File: src/rtl/mcm_pkg.sv
package mcm_pkg;
  localparam int DATA_W = 16;
  localparam int GROW_W = 7;
  localparam int PROD_W = DATA_W + GROW_W;

  typedef struct packed {
    logic clear;
    logic load;
  } mcmCtrl_t;
endpackage

File: src/rtl/mcm_ctrl.sv
module mcm_ctrl
  import mcm_pkg::*;
(
  input  logic     clk,
  input  logic     rst,
  input  logic     inValid,
  output mcmCtrl_t ctrl,
  output logic     outValid
);
  always_comb begin
    ctrl.clear = rst;
    ctrl.load  = !rst;
  end

  always_ff @(posedge clk) begin
    if (rst) outValid <= 1'b0;
    else     outValid <= inValid;
  end
endmodule

File: src/rtl/mcm_datapath.sv
module mcm_datapath
  import mcm_pkg::*;
#(
  parameter int IN_W  = DATA_W,
  parameter int OUT_W = IN_W + GROW_W
)(
  input  logic                    clk,
  input  mcmCtrl_t                ctrl,
  input  logic signed [IN_W-1:0]  sampleIn,
  output logic signed [OUT_W-1:0] prod7,
  output logic signed [OUT_W-1:0] prod13,
  output logic signed [OUT_W-1:0] prod14,
  output logic signed [OUT_W-1:0] prod57
);
  logic signed [OUT_W-1:0] xWide;
  logic signed [OUT_W-1:0] fiveX;
  logic signed [OUT_W-1:0] sum7, sum13, sum14, sum57;

  always_comb begin
    xWide = OUT_W'(sampleIn);
    fiveX = xWide + (xWide <<< 2);
    sum7  = fiveX + (xWide <<< 1);
    sum13 = fiveX + (xWide <<< 3);
    sum14 = (xWide <<< 4) - (xWide <<< 1);
    sum57 = (xWide <<< 6) - (xWide <<< 3) + xWide;
  end

  always_ff @(posedge clk) begin
    if (ctrl.clear) begin
      prod7  <= '0;
      prod13 <= '0;
      prod14 <= '0;
      prod57 <= '0;
    end else if (ctrl.load) begin
      prod7  <= sum7;
      prod13 <= sum13;
      prod14 <= sum14;
      prod57 <= sum57;
    end
  end
endmodule

File: src/rtl/mcm_shift_add.sv
module mcm_shift_add
  import mcm_pkg::*;
(
  input  logic                     clk,
  input  logic                     rst,
  input  logic                     inValid,
  input  logic signed [DATA_W-1:0] sampleIn,
  output logic                     outValid,
  output logic signed [PROD_W-1:0] prod7,
  output logic signed [PROD_W-1:0] prod13,
  output logic signed [PROD_W-1:0] prod14,
  output logic signed [PROD_W-1:0] prod57
);
  mcmCtrl_t ctrl;

  mcm_ctrl uCtrl (
    .clk(clk), .rst(rst), .inValid(inValid), .ctrl(ctrl), .outValid(outValid)
  );

  mcm_datapath #(.IN_W(DATA_W)) uData (
    .clk(clk), .ctrl(ctrl), .sampleIn(sampleIn),
    .prod7(prod7), .prod13(prod13), .prod14(prod14), .prod57(prod57)
  );
endmodule

File: config.mk
export PLATFORM = sky130hd
export DESIGN_NAME = mcm_shift_add
export DESIGN_NICKNAME = d
export VERILOG_FILES = /design/src/rtl/mcm_pkg.sv /design/src/rtl/mcm_ctrl.sv /design/src/rtl/mcm_datapath.sv /design/src/rtl/mcm_shift_add.sv
export SDC_FILE = /design/constraint.sdc
export NUM_CORES = 1
export LEC_CHECK = 0
export BUFFER_PORTS_ARGS = -buffer_cell sky130_fd_sc_hd__buf_2
export CAP_MARGIN = 20
export CORE_MARGIN = 2
export CORE_UTILIZATION = 53
export CTS_CLUSTER_DIAMETER = 120
export DETAILED_ROUTE_END_ITERATION = 16
export PLACE_DENSITY = 0.79
export SYNTH_ARGS = -nofsm -noshare
export SYNTH_HDL_FRONTEND = slang
export SYNTH_HIERARCHICAL = 1
export SYNTH_SLANG_ARGS = --single-unit
File: constraint.sdc
create_clock -name clk -period 3.69 [get_ports clk]
set_input_delay 0.738 -clock clk [delete_from_list [all_inputs] [get_ports clk]]
set_output_delay 0.738 -clock clk [all_outputs]
set_load 0.01 [all_outputs]
==> metrics.cfg, run 1 <==
[timing]
setup_ws_ps = 145
rsz0062_at_grt = true
hold_viol = 0
slew_viol_final = 0
fmax_mhz = 282
setup_viol = 0
tightest_slew_ps = 643
hold_slack_ps = 445
slew_headroom_pct = 57.1
period_minus_slack_ps = 3550
clock_skew_ps = 0
post-route-period-util_pct = 96.1

[clock_tree]
numCtsBuffers = 9
clock_sinks = 78
clk_pin_slew_ps = 60
cts-htree-levels = 3
clock_latency_ps = 350
cts_root_buf = clkbuf_16
cts_buffer_depth = 2
cts_tree = done

[worst_hold_path]
min_to = uData/prod57[17]
holdCritStartpoint = uData/prod57[17]
hp-class = register to register
whs_path_depth = 2

[yosys]
synth_compound_area_share_pct = 22.4
synth.mux.area_fraction_pct = 4.75
synth-edff-count = 0
ys_ff_latch = 78
yosys.area_share.adder_pct = 20.3
postSynthAreaPerCell_um2 = 8.22
synth_ff_type = dfxtp_1
synthXorXnorAreaFrac_pct = 7.43
synthCells = 846
synth_top_family_by_area = compound AO/OA/AOI/OAI gates
synth_area_um2 = 6960
synth_nets = 969
synth_cell_types = 67
seq_area_frac_synth_pct = 22.4
yosys_warnings = 6
yosys.area_share.simple_pct = 16.2
async_flop_share_pct = 0

[worst_setup_path]
r2r_cells = 4
critPathLaunchType = input port
crit_required_ps = 3910
endpoint_kind = register
reg2reg_from = uData/prod7[18]
worstSetupPathType = input port to register
critPathMaxFanout = 4
worstPathArrival_ps = 3770
reg2reg_slack_ps = 2820
r2r_end = uData/prod7[18]

[power]
switching_power_w = 0.00156
power_frac_seq_pct = 26.2
swShare_pct = 38.8
p_int_w = 0.00246
clkPwrFrac_pct = 22.3
vdd_drop_max_v = 0.000247
p_comb_share_pct = 51.4
leakagePower_nw = 4.40
p_per_area_nw_per_um2 = 462

[grt]
antenna_found_initial = 0
overflow = 0
grt_max_degree = 60
grt_pass1_vias = 6638
grtUsageTotal_pct = 28.2
grt_pass1_wl_um = 32200

[placed_design]
gp_congestion = 1.03
io_buffers = 110
dp_hpwl_um = 15000
dp_slack_ps = -317

[floorplanning]
initial_utilization_pct = 54.7
fp.dieH_um = 119
coreArea_um2 = 12700
rows = 41
io_pins = 112
die-area_um2 = 14100
die_x_um = 119

[drt]
drc_errors = 0
routed_wl_um = 19700
wl_per_cell_um = 16.3
ant_nets = 0
vias = 6925
firstDrtPassIters = 6
vias_per_cell = 5.73
drtIter0Drc = 515

[layout]
mostFrequentLayoutCells = 111 x buf_4, 108 x buf_2, 86 x ha_1, 84 x nor2_1, 78 x dfxtp_1
nets = 1155
antenna_cells = 0
drive_gt1_share_pct = 25.5
final_common_cell = buf_4
area_growth_pct = 24.8
fillCellCount = 1055

[job]
maxCapViolations = 0

[run_status]
outcome = completed

-- flip-flops by register name, indices dropped and copies added, names as in the netlist --
register and flops:
uCtrl/outValid 1, uData/prod13 18, uData/prod14 18, uData/prod57 21, uData/prod7 20
-- final cells by class --
| class | count | area, µm² | area share [%] |
|---|---|---|---|
| well taps | 172 | 215 | 2.48 |
| clock buffers | 9 | 225 | 2.59 |
| repair buffers | 220 | 1390 | 16.0 |
| flip-flops and latches | 78 | 1560 | 18.0 |
| clock inverters | 6 | 63.8 | 0.735 |
| multi-input cells | 665 | 5010 | 57.8 |
| inverters | 58 | 218 | 2.51 |
-- per-stage QoR --
step | instance area (µm²) | setup TNS (ps) | instances | total power (W) | utilization, %
after floorplan | 6980 | 0 | 846 | 0.00233 | -
after global placement | 8310 | -1560 | 1189 | 0.00301 | 65.3
after detailed placement | 8310 | -3030 | 1189 | 0.00305 | 65.3
after CTS | 8600 | 0 | 1204 | 0.00397 | 67.6
after global routing | 8680 | -109 | 1208 | 0.00427 | 68.3
final | 8680 | 0 | 1208 | 0.00401 | 68.3
-- cells by family after synthesis --
family                     after synthesis
DFF                                     78
buffers and inverters                  103
other                                    1
AOI/OAI and AO/OA                      231
and+or+nand+nor                        237
muxes                                   33
adders and majority gates              104
xor gates and xnor gates                59
-- metal layers --
metal	wire, µm	GRT usage [%]
met3	1210	3.96
met1	8800	36.8
met5	0	0
met4	488	11.0
met2	9230	46.8
-- critical path: stages --
cell	delay (ps)
buf_2	120
ha_1	220
or3_1	420
a211o_1	320
a31o_2	250
a21oi_1	170
xnor2_1	130
ha_2	240
or3_1	370
o21ai_0	80
a31oi_1	80
a31oi_1	280
buf_4	160
xnor2_1	100
o21ai_0	80
-- synth_stat cells, drive strengths merged (3+ instances only) --
cell     n  area, µm²
o211ai   7       52.6
a41oi    3       33.8
nand4b   3       26.3
nand2   55        206
o21bai   6       45.0
nor2    86        323
a21o    29        218
a22oi    3       27.5
or3      9       56.3
a21oi   52        264
xnor2   34        298
mux2i   33        330
xor2    25        219
ha      89       1110
nand2b   6       37.5
dfxtp   78       1560
a31oi   11       68.8
nor3     9       45.0
a21boi   4       30.0
o21a     8       60.1
nand3b   5       37.5
and2    10       62.6
o21ai   51        255
buf     21        139
nand3   21        105
nor3b    7       52.6
o31a     3       26.3
nand4    4       25.0
o31ai    5       37.5
a211oi  18        135
a221oi   5       56.3
or2      3       18.8
a211o    7       61.3
inv     58        218
nor4     4       25.0
clkbuf  24       90.1
fa      15        300
nor2b    8       50.1
-- how the worst max path moves through the flow --
stage / startpoint / slack, ps / cells past startpoint / endpoint
finish: sampleIn[4] / 140 / 15 / uData/prod13[16]
global route: sampleIn[1] / -70 / 15 / uData/prod13[18]
CTS: sampleIn[2] / 20 / 16 / uData/prod7[16]
detailed placement: sampleIn[2] / -320 / 16 / uData/prod7[16]
global placement: sampleIn[2] / -210 / 19 / uData/prod13[16]
floorplan: sampleIn[1] / 20 / 16 / uData/prod13[18]
-- repair_timing --
action                     CTS  global route
setup buffers                0             4
setup endpoints to repair    3            11
hold buffers                 0             0
gates resized for setup      1            19
pin swaps                    0            14
-- power groups by stage --
stage	clock [W]	sequential [W]	combinational, W
2_1_floorplan	0	0.00113	0.00121
3_3_place_gp	0	0.00107	0.00194
3_5_place_dp	0	0.00107	0.00198
4_1_cts	0.000908	0.00105	0.00201
5_1_grt	0.000942	0.00107	0.00226
6_report	0.000897	0.00105	0.00206
Note: power is estimated with default switching activity, not from simulation.
==> run 2: changes to the inputs <==
--- a/config.mk
+++ b/config.mk
@@ -5,10 +5,11 @@
 export SDC_FILE = /design/constraint.sdc
 export NUM_CORES = 1
 export LEC_CHECK = 0
+export ABC_AREA = 1
 export BUFFER_PORTS_ARGS = -buffer_cell sky130_fd_sc_hd__buf_2
 export CAP_MARGIN = 20
 export CORE_MARGIN = 2
-export CORE_UTILIZATION = 53
+export CORE_UTILIZATION = 54
 export CTS_CLUSTER_DIAMETER = 120
 export DETAILED_ROUTE_END_ITERATION = 16
 export PLACE_DENSITY = 0.79
==> metrics.cfg, run 2 <==
[timing]
slew_headroom_pct = 54.7
clock_skew_ps = 0
period_minus_slack_ps = 3370
hold_viol = 0
slew_viol_final = 0
setup_ws_ps = 319
post-route-period-util_pct = 91.3
rsz0062_at_grt = false
fmax_mhz = 297
tightest_slew_ps = 680
tns_ps = 0
setup_viol = 0

[drt]
drtIter0Drc = 648
vias_per_cell = 5.31
ant_nets = 0
wl_per_cell_um = 14.4
routed_wl_um = 23100
vias = 8500
firstDrtPassIters = 5
drc_errors = 0

[yosys]
async_flop_share_pct = 0
seq_area_frac_synth_pct = 19.4
synth-edff-count = 0
synthTopCellsByArea = dfxtp_1 19%, ha_1 14%, nand2_1 14%, nor2_1 10%, inv_1 9.9%
synthTopCellsByCount = 291 x nand2_1, 214 x nor2_1, 213 x inv_1
yosys_warnings = 6
synth_most_common_cell = nand2_1
yosysTopAreaCellShare_pct = 19.4
synth_cell_types = 43
synthCells = 1304
synth_area_um2 = 8060
synth_ff_type = dfxtp_1
postSynthAreaPerCell_um2 = 6.18
ys_ff_latch = 78
synth_nets = 1427
synth_top_cell_by_area = dfxtp_1

[worst_setup_path]
crit_start = sampleIn[2]
worstPathArrival_ps = 3670
crit_required_ps = 3990
endpoint_kind = register
critPathLaunchType = input port
reg2reg_from = uData/prod7[12]
critPathMaxFanout = 5
worstSetupPathType = input port to register

[run_status]
outcome = completed

[power]
leakagePower_nw = 5.35
vdd_drop_max_v = 0.000416
p_per_area_nw_per_um2 = 417
switching_power_w = 0.00163
clkPwrFrac_pct = 23.8
swShare_pct = 42.9
power_frac_seq_pct = 26.3
p_comb_share_pct = 50.0
p_int_w = 0.00217

[floorplanning]
initial_utilization_pct = 55.4
die-area_um2 = 15900
fp.dieH_um = 126
coreArea_um2 = 14500
die_x_um = 126
rows = 44
io_pins = 112

[clock_tree]
cts.hold.buffers_added = 0
clk_pin_slew_ps = 60
clock_sinks = 78
ctsResizeCount = 0
numCtsBuffers = 9
cts_tree = done
cts_root_buf = clkbuf_16
cts-htree-levels = 3
cts_setup_buffers = 0
clock_latency_ps = 340
cts_buffer_depth = 2

[placed_design]
gp_congestion = 1.05
dp_hpwl_um = 18200
io_buffers = 110
dpl.cell_count = 1585
dp_slack_ps = 40.2

[layout]
final_common_cell = nand2_1
ff_latch_area_um2 = 1560
finalNonFillerCells = 1600
nets = 1535
area_growth_pct = 13.2
mostFrequentLayoutCells = 291 x nand2_1, 214 x nor2_1, 212 x inv_1, 110 x buf_2, 91 x nand3_1
drive_gt1_share_pct = 12.9
fillCellCount = 1390
top_regs = uData/prod57 (21), uData/prod7 (20)
largest_reg_flops = 21
regMostFlops = uData/prod57
multi_input_area_um2 = 5450
antenna_cells = 0

[job]
maxCapViolations = 0

[grt]
grt_max_degree = 72
grt_pass1_wl_um = 37900
grtUsageTotal_pct = 29.2
grt_pass1_vias = 7849
overflow = 0
antenna_found_initial = 0

[worst_hold_path]
holdCritStartpoint = uData/prod14[19]
hp-class = register to register

[run 2: changes by cell type after synthesis, moves of 15 or more]
cell / before / now
a211oi_1: 18 / 1
a21o_1: 29 / 6
a21oi_1: 51 / 76
inv_1: 58 / 213
mux2i_1: 33 / 0
nand2_1: 55 / 291
nand3_1: 21 / 91
nor2_1: 86 / 214
o21ai_0: 50 / 65
xnor2_1: 34 / 7
[run 2: critical path: stages]
cell	delay (ps)
buf_2	110
ha_1	180
inv_1	90
fa_1	400
inv_1	70
nand3_1	70
nand2_1	110
a21oi_1	150
o21ai_2	180
xor2_1	260
ha_1	320
a21oi_1	250
o21ai_0	180
inv_1	90
nand3_1	110
nand2_1	80
inv_1	30
o21ai_0	130
nand2_1	70
inv_1	50
[run 2: power groups by stage]
| stage | clock network, W | logic [W] | registers (W) |
|---|---|---|---|
| final | 0.000903 | 0.00190 | 0.000999 |
| after global routing | 0.000956 | 0.00213 | 0.00101 |
| after CTS | 0.000927 | 0.00187 | 0.00100 |
| after floorplan | 0 | 0.00129 | 0.00107 |
| after global placement | 0 | 0.00185 | 0.00102 |
| after detailed placement | 0 | 0.00186 | 0.00102 |
[run 2: cell families (layout without fill, tap and decap cells)]
family                   count (synthesis)  count (layout)  share of synthesized area, %
buffers and inverters                  255             367                          13.0
other                                    1               1                        0.0465
AND/OR/NAND/NOR                        646             646                          33.2
XOR/XNOR                                42              42                          4.57
AO/OA/AOI/OAI                          178             178                          12.3
flip-flops                              78              78                          19.4
adder cells (fa/ha/maj)                104             104                          17.5
[run 2: layout make-up]
type | instances | share of cell area [%]
Clock buffer | 10 | 2.62
Multi-Input combinational cell | 971 | 59.8
Clock inverter | 5 | 0.631
Sequential cell | 78 | 17.1
Tap cell | 184 | 2.52
Inverter | 214 | 8.82
Timing Repair Buffer | 138 | 8.48
[run 2: routing by layer]
layer  wire (µm)  track usage, %  vias up
li1            -               -     4322
met1       10200            38.7     3836
met2       11000            49.0      306
met3        1290            3.61       36
met4         570            10.4        0
met5           0               0        -
[run 2: per-stage QoR]
stage,power (W),cell area (µm²),hold slack [ps],util (%)
after floorplan,0.00235,8060,488,-
after global placement,0.00286,8820,451,60.7
after detailed placement,0.00288,8820,460,60.7
after CTS,0.00380,9120,475,62.7
after global routing,0.00410,9120,520,62.7
final,0.00380,9120,470,62.7
[run 2: final timing paths]
| path | endpoint | slack, ps | cells past startpoint |
|---|---|---|---|
| worst max-delay path | uData/prod7[11] | 320 | 20 |
| worst min-delay path | uData/prod14[19] | 470 | 2 |
| worst max register to register | uData/prod7[12] | 2910 | 4 |
| worst min register to register | uData/prod14[19] | 470 | 2 |
